File: config.mk
export PLATFORM = sky130hd
export DESIGN_NAME = apb_sel_route
export DESIGN_NICKNAME = d
export VERILOG_FILES = /design/src/rtl/apb_sel_pkg.sv /design/src/rtl/apb_addr_match.sv /design/src/rtl/apb_andor_mux.sv /design/src/rtl/apb_sel_route.sv
export SDC_FILE = /design/constraint.sdc
export NUM_CORES = 1
export LEC_CHECK = 0
export BUFFER_PORTS_ARGS = -buffer_cell sky130_fd_sc_hd__buf_2
export CAP_MARGIN = 10
export CORE_AREA = 2 2 74 76
export CTS_CLUSTER_SIZE = 16
export DETAILED_ROUTE_END_ITERATION = 6
export DIE_AREA = 0 0 76 78
export SLEW_MARGIN = 20
export SYNTH_ARGS = -nofsm -noshare
export SYNTH_HDL_FRONTEND = slang
export SYNTH_SLANG_ARGS = --single-unit
File: constraint.sdc
create_clock -name clk -period 1.5 [get_ports clk]
set_input_delay 0.3 -clock clk [delete_from_list [all_inputs] [get_ports clk]]
set_output_delay 0.3 -clock clk [all_outputs]
set_load 0.03 [all_outputs]
File: src/rtl/apb_sel_pkg.sv
package apb_sel_pkg;

    // Width of each per-slave low-bit count field in the packed parameter.
    localparam int unsigned LOWCNT_W = 8;

    // True when a and b agree in every bit at or above position low.
    // Only XOR and a constant shift: no carry chain in the select path.
    function automatic logic upper_match(
        input logic [63:0] a,
        input logic [63:0] b,
        input int unsigned low
    );
        logic [63:0] diff;
        diff = (a ^ b) >> low;
        return (diff == 64'd0);
    endfunction

endpackage

File: src/rtl/apb_addr_match.sv
module apb_addr_match #(
    parameter int unsigned N_SLV = 4,
    parameter int unsigned AW    = 16,
    parameter int unsigned LW    = apb_sel_pkg::LOWCNT_W,
    parameter logic [N_SLV*AW-1:0] SLV_BASE = '0,
    parameter logic [N_SLV*LW-1:0] SLV_LOW  = '0
) (
    input  logic [AW-1:0]    addr_i,
    output logic [N_SLV-1:0] hit_o
);

    // One equality comparator per slave on the bits above its own low count.
    for (genvar i = 0; i < N_SLV; i++) begin : g_slv
        localparam logic [AW-1:0] BASE_I = SLV_BASE[i*AW +: AW];
        localparam int unsigned   LOW_I  = int'(SLV_LOW[i*LW +: LW]);

        assign hit_o[i] = apb_sel_pkg::upper_match(64'(addr_i), 64'(BASE_I), LOW_I);
    end

endmodule

File: src/rtl/apb_andor_mux.sv
module apb_andor_mux #(
    parameter int unsigned N_SLV = 4,
    parameter int unsigned W     = 32
) (
    input  logic [N_SLV-1:0]   sel_i,
    input  logic [N_SLV*W-1:0] din_i,
    output logic [W-1:0]       dout_o
);

    // Mask each lane with its select bit, then OR all lanes together.
    always_comb begin
        dout_o = '0;
        for (int i = 0; i < N_SLV; i++) begin
            dout_o = dout_o | (din_i[i*W +: W] & {W{sel_i[i]}});
        end
    end

endmodule

File: src/rtl/apb_sel_route.sv
module apb_sel_route #(
    parameter int unsigned N_SLV = 4,
    parameter int unsigned AW    = 16,
    parameter int unsigned DW    = 32,
    parameter logic [N_SLV*AW-1:0] SLV_BASE =
        {16'h3000, 16'h2000, 16'h1100, 16'h1000},
    parameter logic [N_SLV*apb_sel_pkg::LOWCNT_W-1:0] SLV_LOW =
        {8'd12, 8'd12, 8'd8, 8'd8}
) (
    input  logic                clk,
    input  logic                rst_n,
    input  logic [AW-1:0]       addr_i,
    input  logic                sel_en_i,
    input  logic [N_SLV*DW-1:0] prdata_i,
    input  logic [N_SLV-1:0]    pready_i,
    input  logic [N_SLV-1:0]    pslverr_i,
    output logic [N_SLV-1:0]    psel_o,
    output logic                no_hit_o,
    output logic [DW-1:0]       prdata_o,
    output logic                pready_o,
    output logic                pslverr_o
);

    localparam int unsigned LW = apb_sel_pkg::LOWCNT_W;

    typedef struct packed {
        logic [N_SLV-1:0] sel;
        logic             miss;
    } dec_st_t;

    logic [N_SLV-1:0] hit;
    dec_st_t          st_d;
    dec_st_t          st_q;

    apb_addr_match #(
        .N_SLV    (N_SLV),
        .AW       (AW),
        .LW       (LW),
        .SLV_BASE (SLV_BASE),
        .SLV_LOW  (SLV_LOW)
    ) u_match (
        .addr_i (addr_i),
        .hit_o  (hit)
    );

    always_comb begin
        st_d      = st_q;
        st_d.sel  = sel_en_i ? hit : '0;
        st_d.miss = ~|hit;
    end

    always_ff @(posedge clk or negedge rst_n) begin
        if (!rst_n) begin
            st_q <= '0;
        end else begin
            st_q <= st_d;
        end
    end

    assign psel_o   = st_q.sel;
    assign no_hit_o = st_q.miss;

    apb_andor_mux #(.N_SLV(N_SLV), .W(DW)) u_mux_data (
        .sel_i  (st_q.sel),
        .din_i  (prdata_i),
        .dout_o (prdata_o)
    );

    apb_andor_mux #(.N_SLV(N_SLV), .W(1)) u_mux_ready (
        .sel_i  (st_q.sel),
        .din_i  (pready_i),
        .dout_o (pready_o)
    );

    apb_andor_mux #(.N_SLV(N_SLV), .W(1)) u_mux_err (
        .sel_i  (st_q.sel),
        .din_i  (pslverr_i),
        .dout_o (pslverr_o)
    );

endmodule

==> reports/results.ini, run 1 <==
[timing]
fin_crit_ns=1.55
slew_viol_final=0
finalSetupTns_ns=-0.679
finalCritPeriodShare=1.03
worst_slack_ns=-0.0487
max_freq_mhz=646
finalHoldViolations=0
setup-violations-final=34
slew_headroom=0.838
rsz0062_at_grt=true
tightest_slew_ns=0.239

[synthesis]
syn_avg_cell_area_um2=6.71
yosysSeqAreaShare=0.140
synth_area_leader_cell=a22oi_1
syn_area_um2=892
yosysTopAreaCellShare=0.572
syn_nets=288
synthTopCellsByArea=a22oi_1, nand2_1, dfrtp_1, clkbuf_1, or4b_4
synthCells=133
synth_cell_types=11
yosys_warnings=0
ys_ff_latch=5

[placement]
place_hpwl_um=4170
gp_congestion=0.732
place_worst_setup_slack_ns=0.102
port_buffers=185

[power_and_ir_drop]
leakage_nw=1.28
p_per_area_nw_per_um2=294
ir_drop_mv=0.331

[routing]
vias=1866
wire_per_inst_um=15.0
ant_nets=0
wl_um=5770
drt-pass1-iter-count=4
drcViolationCount=0
avgViaCountPerCell=4.85
drtIter0Drc=42

[final_layout]
diodes=0
fillers=465
mostFrequentLayoutCells=buf_2, a22oi_2, buf_6
drive_above_1_share=0.943
syn_to_final_growth_pct=196
layout_commonest_cell=buf_2
nets=471

[global_route]
grt_overflow=0
grt_pass1_wl_um=9240
grt_pass1_vias=2045
grtUsageTotal=0.187
antenna_found_initial=0
grt_max_degree=21

[setup_path]
endpoint_kind=output port
required_ns=1.20
cp_max_fo=20
path_class=reg2out
critical_path_arrival_ns=1.25
start_kind=register

[die]
rows=26
start_util=0.177
io_pins=194
die_w_um=76
die_height_um=78
dieArea_um2=5930
core_um2=5040

[cts]
cts_tree=yes
cts_made_buffers=3
clkSinkCount=5
cts_htree_levels=1
root_buffer=clkbuf_8
cts.reportedPaths.clkPinSlew_ns=0.04
cts.path.max_buffers=2

[run]
maxCapViolCount=0

[hold_path]
hold_path_class=in2reg

[run_status]
status=finished, violations left
violations=negative setup slack

[layer usage]
layer | vias up | track usage | routed length, um | share of wire
li1 | 893 | - | - | -
met1 | 856 | 0.194 | 2110 | 0.37
met2 | 109 | 0.381 | 3150 | 0.55
met3 | 8 | 0.0314 | 423 | 0.073
met4 | 0 | 0.0527 | 78 | 0.014
met5 | - | 0 | 0 | 0
[critical path, stage by stage (launching register included)]
cell and delay (ns):
dfrtp_2 0.43, buf_12 0.18, a22oi_2 0.18, nand2_2 0.07, buf_2 0.17
[worst paths after layout]
check                                    start                  end  depth (start not counted)
setup / recovery           psel_o[2]$_DFF_PN0_         prdata_o[19]                          4
max in group asynchronous                rst_n  psel_o[0]$_DFF_PN0_                          2
hold / removal                       addr_i[8]  psel_o[0]$_DFF_PN0_                          2
min in group asynchronous                rst_n  psel_o[3]$_DFF_PN0_                          2
[sequential cells by signal (all words and copies together), names as in the netlist]
| name | cells |
|---|---|
| no_hit_o | 1 |
| psel_o | 4 |
[metrics by stage]
| step | hold slack (ns) | total power (W) | util | instances | cell area (um2) |
|---|---|---|---|---|---|
| after floorplan | 0.00441 | 0.000230 | - | 133 | 987 |
| after global placement | 0.115 | 0.000446 | 0.401 | 380 | 2020 |
| after detailed placement | 0.123 | 0.000451 | 0.401 | 380 | 2020 |
| after CTS | 0.244 | 0.000785 | 0.520 | 385 | 2620 |
| after global routing | 0.250 | 0.000827 | 0.524 | 385 | 2640 |
| final | 0.253 | 0.000778 | 0.524 | 385 | 2640 |
[layout make-up]
| class | instances | area (um2) | area share |
|---|---|---|---|
| flip-flops and latches | 5 | 128 | 0.0483 |
| multi-input cells | 110 | 1110 | 0.419 |
| clock inverters | 1 | 5.00 | 0.00189 |
| well taps | 70 | 87.6 | 0.0331 |
| repair buffers | 194 | 1270 | 0.479 |
| inverters | 2 | 7.51 | 0.00284 |
| clock buffers | 3 | 41.3 | 0.0156 |
[synth_stat cells]
cell	count
or4b_4	1
nor3_1	2
or4b_1	1
dfrtp_1	5
a211o_1	1
a22oi_1	68
nor4b_1	1
clkbuf_1	16
nor4_1	1
inv_1	2
nand2_1	35
[cell families after synthesis]
kind of cell,synth area share
compound gates,0.582
simple gates,0.202
buf+inv,0.0757
flops,0.140
[timing repair]
action	in CTS	in global routing
hold buffers	1	0
gates resized for setup	134	5
setup endpoints to repair	34	34
hold endpoints to repair	5	0
buffers inserted	0	0
[report_power, final]
part | internal, W | switching, W | leakage, nW
registers | 0.000138 | 0.00000138 | 0.0619
clock network | 0.000179 | 0.0000687 | 0.0255
logic | 0.000210 | 0.000182 | 1.19
Power figures use the tool's default switching activity.
==> run 2, diff against run 1 <==
==> constraint.sdc (replaced) <==
create_clock -name clk -period 1.5 [get_ports clk]
set_input_delay 0.075 -clock clk [delete_from_list [all_inputs] [get_ports clk]]
set_output_delay 0.075 -clock clk [all_outputs]
set_load 0.03 [all_outputs]
==> run 2 against run 1 <==
Compared with the run above: the run now ends clean; cell count unchanged; die area unchanged; maximum frequency rose by 16%; sequential power about the same; wire length shrank 14%; clock power is essentially flat; largest cell class unchanged.
==> reports/results.ini, run 2 (synthesis gave the netlist of run 1 again) <==
[final_layout]
finish.utilization=0.394
diodes=0
layout_commonest_cell=buf_2
syn_to_final_growth_pct=123
drive_above_1_share=0.625
mostFrequentLayoutCells=buf_2, a22oi_1, nand2_1
largest_register_ffs=4
nets=471

[placement]
place_hpwl_um=4110
port_buffers=185
gp_congestion=0.769

[routing]
ant_nets=0
wire_per_inst_um=13.0
vias=1808
avgViaCountPerCell=4.70
wl_um=4990
drt-pass1-iter-count=4
drtIter0Drc=51
drcViolationCount=0

[setup_path]
cp_num_cells=4
path_delay_family=flip-flops
cp-endpoint=pslverr_o
crit_buf_inv=2
slowest_stage=dfrtp_1
path_class=reg2out
start_kind=register
required_ns=1.42
critical_path_arrival_ns=1.26
cp_max_fo=25
endpoint_kind=output port
crit_chain=buf_12 > a22oi_1 > nand2_1 > buf_2
slowest_delay_ns=0.40
crit_start=psel_o[2]$_DFF_PN0_

[power_and_ir_drop]
leakage_nw=1.24
ir_drop_mv=0.376
p_per_area_nw_per_um2=348
total_power_w=0.000692

[die]
die_w_um=76
die_height_um=78
dieArea_um2=5930
core_um2=5040
io_pins=194
start_util=0.177
rows=26

[cts]
cts.repair.resized=0
root_buffer=clkbuf_8
cts_htree_levels=1
cts.path.max_buffers=2
cts_tree=yes
cts_made_buffers=3
cts.reportedPaths.clkPinSlew_ns=0.04
clkSinkCount=5

[timing]
setup-violations-final=0
slew_headroom=0.827
holdWs_ns=0.0429
tightest_slew_ns=0.256
finalCritPeriodShare=0.891
finalSetupTns_ns=0
max_freq_mhz=748
slew_viol_final=0
rsz0062_at_grt=false
fin_crit_ns=1.34
finalHoldViolations=0

[global_route]
grt_pass1_vias=1671
grt_max_degree=26
grtUsageTotal=0.155
grt_pass1_wl_um=7650
antenna_found_initial=0
grt_overflow=0

[run_status]
status=complete, no violations

[run]
maxCapViolCount=0

[hold_path]
hold_path_class=in2reg

[run 2: cell types whose count changed in the layout (fill, tap and decap cells not counted), moves of 31 or more]
| cell | before | now |
|---|---|---|
| a22oi_1 | 2 | 68 |
| a22oi_2 | 66 | 0 |
| buf_2 | 152 | 185 |
| buf_6 | 35 | 0 |
| nand2_1 | 4 | 35 |
| nand2_2 | 31 | 0 |
[run 2: timing repair]
| action | CTS | global route |
|---|---|---|
| buffers inserted | 0 | 0 |
| hold buffers | 1 | 0 |
| endpoints found under the hold margin | 5 | 0 |
[run 2: how the worst min path moves through the flow]
stage | from | endpoint | slack (ns) | depth (start not counted)
4_1_cts | addr_i[8] | psel_o[0]$_DFF_PN0_ | 0.04 | 2
3_5_place_dp | rst_n | no_hit_o$_DFF_PN0_ | -0.11 | 1
3_3_place_gp | rst_n | no_hit_o$_DFF_PN0_ | -0.11 | 1
6_report | addr_i[8] | psel_o[0]$_DFF_PN0_ | 0.04 | 2
5_1_grt | addr_i[8] | psel_o[0]$_DFF_PN0_ | 0.05 | 2
2_1_floorplan | rst_n | no_hit_o$_DFF_PN0_ | -0.22 | 0
[run 2: stage by stage]
step	std cells	instance area, um2	setup WS (ns)
after global routing	385	1990	0.0429
final	385	1990	0.164
after CTS	385	1990	0.144
after detailed placement	380	1930	0.372
after global placement	380	1930	0.368
after floorplan	133	892	0.0439
[run 2: power by group]
part           leakage, nW  total, W  switching, W  internal [W]
Sequential          0.0652  0.000139    0.00000116      0.000138
Combinational         1.15  0.000307      0.000136      0.000170
Clock               0.0228  0.000246     0.0000637      0.000182
Total                 1.24  0.000692      0.000201      0.000490
[run 2: per-layer routing]
metal,share of wire,GRT usage,wire length [um]
met3,0.093,0.0395,466
met1,0.38,0.159,1880
met5,0,0,0
met4,0.013,0.0345,63
met2,0.52,0.313,2580
[run 2: final cells by class]
type / instances / area (um2)
flip-flops and latches: 5 / 125
fillers: 548 / 3060
multi-input cells: 110 / 699
clock buffers: 4 / 45.0
inverters: 2 / 7.51
repair buffers: 194 / 1020
well taps: 70 / 87.6
